<file path="src/rtl/alu2lvl_pkg.sv">
package alu2lvl_pkg;

  localparam int FN_W = 6;

  typedef enum logic [1:0] {
    SEL_AND = 2'b00,
    SEL_OR  = 2'b01,
    SEL_ADD = 2'b10,
    SEL_SLT = 2'b11
  } alu_sel_e;

  typedef enum logic [1:0] {
    CLS_ADD   = 2'b00,
    CLS_SUB   = 2'b01,
    CLS_FUNCT = 2'b10,
    CLS_RSVD  = 2'b11
  } op_class_e;

  typedef struct packed {
    logic     a_inv;
    logic     b_inv;
    alu_sel_e sel;
  } alu_ctl_t;

  localparam logic [FN_W-1:0] FN_ADD = 6'd32;
  localparam logic [FN_W-1:0] FN_SUB = 6'd34;
  localparam logic [FN_W-1:0] FN_AND = 6'd36;
  localparam logic [FN_W-1:0] FN_OR  = 6'd37;
  localparam logic [FN_W-1:0] FN_NOR = 6'd39;
  localparam logic [FN_W-1:0] FN_SLT = 6'd42;

endpackage

</file>
<file path="src/rtl/alu2lvl_decode.sv">
module alu2lvl_decode
  import alu2lvl_pkg::*;
(
  input  logic [1:0]      op_class,
  input  logic [FN_W-1:0] func_code,
  output alu_ctl_t        ctl,
  output logic            bad_fn
);

  alu_ctl_t fn_ctl;
  logic     fn_bad;

  // second level: function field to control word
  always_comb begin
    fn_bad = 1'b0;
    fn_ctl = '{a_inv: 1'b0, b_inv: 1'b0, sel: SEL_ADD};
    case (func_code)
      FN_ADD: fn_ctl = '{a_inv: 1'b0, b_inv: 1'b0, sel: SEL_ADD};
      FN_SUB: fn_ctl = '{a_inv: 1'b0, b_inv: 1'b1, sel: SEL_ADD};
      FN_AND: fn_ctl = '{a_inv: 1'b0, b_inv: 1'b0, sel: SEL_AND};
      FN_OR:  fn_ctl = '{a_inv: 1'b0, b_inv: 1'b0, sel: SEL_OR};
      FN_NOR: fn_ctl = '{a_inv: 1'b1, b_inv: 1'b1, sel: SEL_AND};
      FN_SLT: fn_ctl = '{a_inv: 1'b0, b_inv: 1'b1, sel: SEL_SLT};
      default: fn_bad = 1'b1;
    endcase
  end

  // first level: class code
  always_comb begin
    ctl    = '{a_inv: 1'b0, b_inv: 1'b0, sel: SEL_ADD};
    bad_fn = 1'b0;
    case (op_class_e'(op_class))
      CLS_ADD:   ctl = '{a_inv: 1'b0, b_inv: 1'b0, sel: SEL_ADD};
      CLS_SUB:   ctl = '{a_inv: 1'b0, b_inv: 1'b1, sel: SEL_ADD};
      CLS_FUNCT: begin
        ctl    = fn_ctl;
        bad_fn = fn_bad;
      end
      default:   bad_fn = 1'b1;
    endcase
  end

endmodule

</file>
<file path="src/rtl/alu2lvl_core.sv">
module alu2lvl_core
  import alu2lvl_pkg::*;
#(
  parameter int W = 32
) (
  input  alu_ctl_t       ctl,
  input  logic [W-1:0]   a,
  input  logic [W-1:0]   b,
  output logic [W-1:0]   res,
  output logic           ovf
);

  localparam int MSB = W - 1;

  logic [W-1:0] a_eff;
  logic [W-1:0] b_eff;
  logic [W-1:0] sum;
  logic         raw_ovf;
  logic         less;

  assign a_eff = ctl.a_inv ? ~a : a;
  assign b_eff = ctl.b_inv ? ~b : b;
  // b_inv doubles as carry-in for two's-complement subtraction
  assign sum   = a_eff + b_eff + {{(W-1){1'b0}}, ctl.b_inv};

  assign raw_ovf = (a_eff[MSB] == b_eff[MSB]) && (sum[MSB] != a_eff[MSB]);
  assign less    = sum[MSB] ^ raw_ovf;

  // overflow is reported only for true add/sub
  assign ovf = raw_ovf && (ctl.sel == SEL_ADD) && !ctl.a_inv;

  for (genvar i = 0; i < W; i++) begin : g_slice
    logic less_in;
    if (i == 0) begin : g_lsb
      assign less_in = less;
    end else begin : g_upper
      assign less_in = 1'b0;
    end
    always_comb begin
      case (ctl.sel)
        SEL_AND: res[i] = a_eff[i] & b_eff[i];
        SEL_OR:  res[i] = a_eff[i] | b_eff[i];
        SEL_ADD: res[i] = sum[i];
        default: res[i] = less_in;
      endcase
    end
  end

endmodule

</file>
<file path="src/rtl/alu2lvl_top.sv">
module alu2lvl_top
  import alu2lvl_pkg::*;
#(
  parameter int W = 32
) (
  input  logic            clk,
  input  logic            rst,
  input  logic [1:0]      op_class,
  input  logic [FN_W-1:0] func_code,
  input  logic [W-1:0]    opnd_a,
  input  logic [W-1:0]    opnd_b,
  output logic [W-1:0]    res_q,
  output logic            zero_q,
  output logic            ovf_q,
  output logic            bad_fn_q
);

  alu_ctl_t     ctl;
  logic         bad_fn;
  logic [W-1:0] core_res;
  logic         core_ovf;
  logic [W-1:0] res_n;
  logic         ovf_n;

  alu2lvl_decode u_decode (
    .op_class  (op_class),
    .func_code (func_code),
    .ctl       (ctl),
    .bad_fn    (bad_fn)
  );

  alu2lvl_core #(.W(W)) u_core (
    .ctl (ctl),
    .a   (opnd_a),
    .b   (opnd_b),
    .res (core_res),
    .ovf (core_ovf)
  );

  assign res_n = bad_fn ? '0 : core_res;
  assign ovf_n = core_ovf && !bad_fn;

  always_ff @(posedge clk) begin
    if (rst) begin
      res_q    <= '0;
      zero_q   <= 1'b0;
      ovf_q    <= 1'b0;
      bad_fn_q <= 1'b0;
    end else begin
      res_q    <= res_n;
      zero_q   <= (res_n == '0);
      ovf_q    <= ovf_n;
      bad_fn_q <= bad_fn;
    end
  end

endmodule

</file>
<file path="config.mk">
export PLATFORM = sky130hd
export DESIGN_NAME = alu2lvl_top
export DESIGN_NICKNAME = d
export VERILOG_FILES = /design/src/rtl/alu2lvl_pkg.sv /design/src/rtl/alu2lvl_decode.sv /design/src/rtl/alu2lvl_core.sv /design/src/rtl/alu2lvl_top.sv
export SDC_FILE = /design/constraint.sdc
export NUM_CORES = 1
export LEC_CHECK = 0
export BUFFER_PORTS_ARGS = -buffer_cell sky130_fd_sc_hd__buf_2
export CAP_MARGIN = 20
export CORE_AREA = 2 2 97 99
export DETAILED_ROUTE_END_ITERATION = 10
export DIE_AREA = 0 0 99 101
export HOLD_SLACK_MARGIN = 0.1
export PLACE_DENSITY = 0.92
export SYNTH_ARGS = -nofsm -noshare
export SYNTH_HDL_FRONTEND = slang
export SYNTH_SLANG_ARGS = --single-unit
</file>
<file path="constraint.sdc">
create_clock -name clk -period 5.91 [get_ports clk]
set_input_delay 0.2955 -clock clk [delete_from_list [all_inputs] [get_ports clk]]
set_output_delay 0.2955 -clock clk [all_outputs]
set_load 0.005 [all_outputs]
</file>
; Yosys cells after proc, flatten, opt, wreduce, memory -nomap -nowiden
; Cells that the tools add are included.
[op_classes]
shift = 0
div = 0
n_reduce_logical = 11
bitwise = 67
n_mul = 0
n_mux = 39
eq_ne = 12
order_cmp = 0
n_addsub = 2
[op_table]
columns = cell, count
row1 = $mux W32, 3
row2 = $pmux W1 S3, 32
row3 = $not A32 Y32, 2
row4 = $eq A6 B6 Y1 const B, 6
row5 = $add A32 B1 Y32, 1
row6 = $add A32 B32 Y32, 1
row7 = $and A1 B1 Y1, 32
row8 = $logic_not A32 Y1, 1
row9 = $or A1 B1 Y1, 32
row10 = $pmux W4 S5, 1
row11 = $pmux W4 S2, 1
row12 = $reduce_or A6 Y1, 1
row13 = $eq A2 B1 Y1 const B, 2
row14 = $eq A2 B2 Y1 const B, 2
row15 = $logic_and A1 B1 Y1, 4
row16 = $logic_not A2 Y1, 2
row17 = $logic_not A1 Y1, 2
row18 = $pmux W1 S2, 1
row19 = $reduce_or A2 Y1, 1
row20 = $eq A1 B1 Y1, 1
row21 = $mux W1, 1
row22 = $ne A1 B1 Y1, 1
row23 = $xor A1 B1 Y1, 1
[word_totals]
mem_bits_rw = 0
inputBits = 74
out_inout_bits = 35
register_bits = 35
elab_cells = 135
n_memories = 0
romBits = 0
latch_bits = 0

; Longest topological paths before layout
[depth]
depth_word = 12
depth_mapped = 27
mapped_depth_nobuf = 26

; Modules after synthesis
; From an unflattened synthesis, not the netlist that was laid out.
[hier_totals]
cells_unflattened = 628
area_unflattened_um2 = 4732.0
[modules_own_cells]
columns = module, n_inst, area_each_um2, cells_each, seq_area_each_um2
row1 = alu2lvl_core, 1, 3524.6, 517, 0.0
row2 = alu2lvl_top, 1, 1021.0, 87, 700.7
row3 = alu2lvl_decode, 1, 186.4, 24, 0.0

; Worst setup path after synthesis
; No wires, ideal clock.
[synth_timing]
path_type = input to register
start = input op_class[0]
end = register zero_q
cell_stages = 26
path_buffers = 2
arrival_ns = 5.356
required_time_ns = 5.822
slack_ns = 0.466
setup_ns = 0.088
cell_sequence = inv_1 > ha_1 > and3_1 > and3_1 > clkbuf_1 > buf_1 > xor2_1 > inv_1 > ha_1 > nand4_1 > nor3_1 > a221oi_1 > o21a_1 > o21ai_2 > a221o_1 > a21oi_2 > nor2b_1 > o21ai_1 > nand2b_1 > fa_1 > a221oi_1 > and4b_1 > nand4_1 > and4b_1 > nand4_1 > nor4_2
[synth_between]
elab_chain_len = 11
elab_cells_between_ends = 115
classes_between = 2 x add/sub / 6 x eq/ne / 37 x mux / 65 x bitwise / 5 x reduce/logical
[synth_lines]
columns = item, line_no
row1 = from (decl), alu2lvl_top.sv:8  ; input logic [1:0] op_class,
row2 = $eq A2 B2 Y1 or $eq A2 B1 Y1 (tied branches), alu2lvl_decode.sv:32  ; case (op_class_e'(op_class))
row3 = $pmux W4 S2, alu2lvl_decode.sv:32
row4 = $mux W32 (on tied branches), "alu2lvl_core.sv:21, alu2lvl_core.sv:22"
row5 = $add A32 B32 Y32, alu2lvl_core.sv:24  ; assign sum = a_eff + b_eff + {{(W-1){1'b0}}, ctl.b_inv};
row6 = $add A32 B1 Y32, alu2lvl_core.sv:24
row7 = $ne A1 B1 Y1, alu2lvl_core.sv:26  ; assign raw_ovf = (a_eff[MSB] == b_eff[MSB]) && (sum[MSB] != a_eff[MSB]);
row8 = $logic_and A1 B1 Y1, alu2lvl_core.sv:26
row9 = $xor A1 B1 Y1, alu2lvl_core.sv:27  ; assign less = sum[MSB] ^ raw_ovf;
row10 = $pmux W1 S3, alu2lvl_core.sv:40  ; case (ctl.sel)
row11 = $mux W32 *, alu2lvl_top.sv:40  ; assign res_n = bad_fn ? '0 : core_res;
row12 = $logic_not A32 Y1 *, alu2lvl_top.sv:51  ; zero_q <= (res_n == '0);
row13 = to (signal assigned), alu2lvl_top.sv:51
row14 = to (decl), alu2lvl_top.sv:13  ; output logic zero_q,
; Mark *: on every way between the ends. The rest lies on a longest branch, timed or not.
; A chain may end at the register's enable or synchronous reset.

; Final worst setup path
; Same ends and word-level chain as after synthesis.

==> impl_metrics.tcl <==
set metrics [dict create \
    fin_crit_ns 5.58 \
    grt_util_all_layers_pct 26.9 \
    fin_cells 879 \
    cts_buffers 5 \
    utilization_pct 64.0 \
    multi_input_area_um2 3890 \
    ys_ff_latch 35 \
    h-tree-depth 2 \
    crit_type "in2reg" \
    firstDrtPassIters 8 \
    drv_slew 0 \
    areaGrowthSynthToFinish_pct 15.9 \
    dieArea_um2 10000 \
    rsz0062_at_grt "false" \
    fp.dieH_um 101 \
    cts.root.buffer_cell "clkbuf_8" \
    design_area_um2 5750 \
    syn_avg_cell_area_um2 7.46 \
    fp-row-count 35 \
    hpwl_um 11300 \
    min_period_over_period_pct 94.4 \
    ys_types 68 \
    switchingPower_uw 473 \
    pwr-share-comb_pct 56.5 \
    gp_congestion 0.983 \
    syn_area_um2 4960 \
    grt_pass1_wl_um 22300 \
    setup_tns_ns 0 \
    hold_path_startpoint "rst" \
    cap_violations 0 \
    fmax_mhz 179 \
    power.share.switching_pct 42.0 \
    path_max_fanout 12 \
    yosys.area_share.simple_pct 20.4 \
    crit_arrival_ns 5.78 \
    tightest_slew_ns 0.908 \
    hold_end "res_q[5]" \
    holdWs_ns 0.480 \
    layout-drive-gt1-share_pct 19.0 \
    fillers 770 \
    critPathRequiredTime_ns 6.11 \
    routedWlPerCell_um 16.1 \
    power_density_nw_per_um2 196 \
    ys_dominant_reg_cell "dfxtp_1" \
    cp-start-kind "input port" \
    drcViolationCount 0 \
    placed_area_um2 5630 \
    synth_edf_count 0 \
    clockBufferDepth 2 \
    ir_worst_vdd_uv 102 \
    synth_cells 665 \
    drt-total-wl_um 14100 \
    start_util_pct 55.2 \
    grt_pass1_vias 4894 \
    p_clk_share_pct 20.3 \
    status "complete, no violations" \
    cts_hold_buf 0 \
    synth_compound_area_share_pct 23.5 \
    hold_path.class "in2reg" \
    place_inst 871 \
    cts_resized 0 \
    io_pins 109 \
    power_frac_seq_pct 23.3 \
    viasPerCell 5.98 \
    syn-num-nets 808 \
    setup_viol 0 \
    slowest_stage "fa_1" \
    die_w_um 99 \
    yosysWarnings 0 \
    synthMuxAreaShare_pct 1.41 \
    worstHoldPathCells 2 \
    cp-end-kind "flop" \
    synth_fa_ha_area_share_pct 17.7 \
    hold_viol 0 \
    maxSlewHeadroom_pct 39.4 \
    core-area_um2 8980 \
    n_antenna_cell 0 \
    postRouteAntennaNets 0 \
    synth_seq_area_share_pct 14.1 \
    final_cell_mix "buf_2, inv_1, xor2_1" \
    p_int_uw 653 \
    grt_overflow 0 \
    fin_nets 910 \
    async_flop_share_pct 0 \
    worst_path_largest_cell_delay_ns 0.50 \
    p_leak_nw 3.04 \
    clk_pin_slew_ns 0.08 \
    dr_total_vias 5253 \
    port_buffers 108 \
    grt_max_degree 38 \
    layout_commonest_cell "buf_2" \
    synth_xor_area_share_pct 15.4 \
    antenna_found_initial 0 \
    dr.first_iter.drc_count 479 \
    synth_top_family_by_area "compound AO/OA/AOI/OAI gates" \
    cts_tree "built" \
    ff_latch_area_um2 701 \
    cts_sinks 35 \
    postCtsSetupBuffers 0 \
]
## metal layers
layer	global-route usage, %	up-vias	routed length (um)
met5	0	-	0
met4	10.9	0	577
met3	3.33	65	1380
met2	47.2	328	6510
met1	33.5	2365	5670
li1	-	2495	-
## per-stage QoR
step | total power [mW] | worst slack, ns
floorplan | 0.707 | 0.466
global placement | 0.872 | 0.345
detailed placement | 0.882 | 0.139
CTS | 1.10 | 0.418
global route | 1.18 | 0.0300
finish | 1.13 | 0.331
## cell usage after synthesis, types with 5 or more instances
master     n  area share, %
inv_1     74            5.6
xor2_1    74             13
ha_1      67             17
nand2_1   66            5.0
nor2_1    51            3.9
a21oi_1   36            3.6
dfxtp_1   35             14
o21ai_0   27            2.7
nor2b_1   16            2.0
clkbuf_1  14            1.1
o211ai_1  14            2.1
xnor2_1   13            2.3
a22oi_1   12            1.8
nor3_1    11            1.1
a21o_1    10            1.5
nand4_1   10            1.3
nand3_1    9           0.91
and3_1     8            1.0
buf_1      7           0.53
mux2i_1    7            1.4
a21boi_0   6           0.91
and2_1     6           0.76
o21a_1     5           0.76
o21ai_1    5           0.50
## layout make-up
| cell class | instances | share of cell area (%) |
|---|---|---|
| multi-input cells | 531 | 67.6 |
| flip-flops and latches | 35 | 12.2 |
| repair buffers | 119 | 10.8 |
| inverters | 75 | 4.90 |
| well taps | 111 | 2.42 |
| clock buffers | 6 | 1.44 |
| clock inverters | 2 | 0.609 |
## sequential cells by signal, summed over array words and instances, names as in the netlist
signal,flops
res_q,32
zero_q,1
ovf_q,1
bad_fn_q,1
## power by group through the flow
| stage | Clock (mW) | Combinational, mW | Sequential [mW] |
|---|---|---|---|
| floorplan | 0 | 0.436 | 0.272 |
| global placement | 0 | 0.605 | 0.268 |
| detailed placement | 0 | 0.614 | 0.268 |
| CTS | 0.225 | 0.618 | 0.262 |
| global route | 0.232 | 0.689 | 0.264 |
| finish | 0.228 | 0.636 | 0.262 |
## how the worst max path moves through the flow
stage | start | to | slack [ns]
after global routing | op_class[1] | zero_q | 0.03
after global placement | op_class[0] | zero_q | 0.34
final | op_class[0] | zero_q | 0.33
after detailed placement | op_class[0] | zero_q | 0.14
after CTS | op_class[0] | zero_q | 0.42
after floorplan | op_class[0] | zero_q | 0.47
## logic make-up (layout without fill, tap and decap cells)
group	after synthesis	after routing
simple gates	204	204
compound gates	164	164
buf+inv	99	202
xor+xnor	87	87
fa+ha+maj	69	69
flops	35	35
mux	7	7
## worst max-delay path, delay by kind of cell
kind	cells	cell delay, ns
adder cells (fa/ha/maj)	3	1.16
AND/OR/NAND/NOR	11	1.84
buffers and inverters	4	0.49
XOR/XNOR	1	0.22
AO/OA/AOI/OAI	8	1.76
No activity file was read; power rests on OpenSTA's default activity.
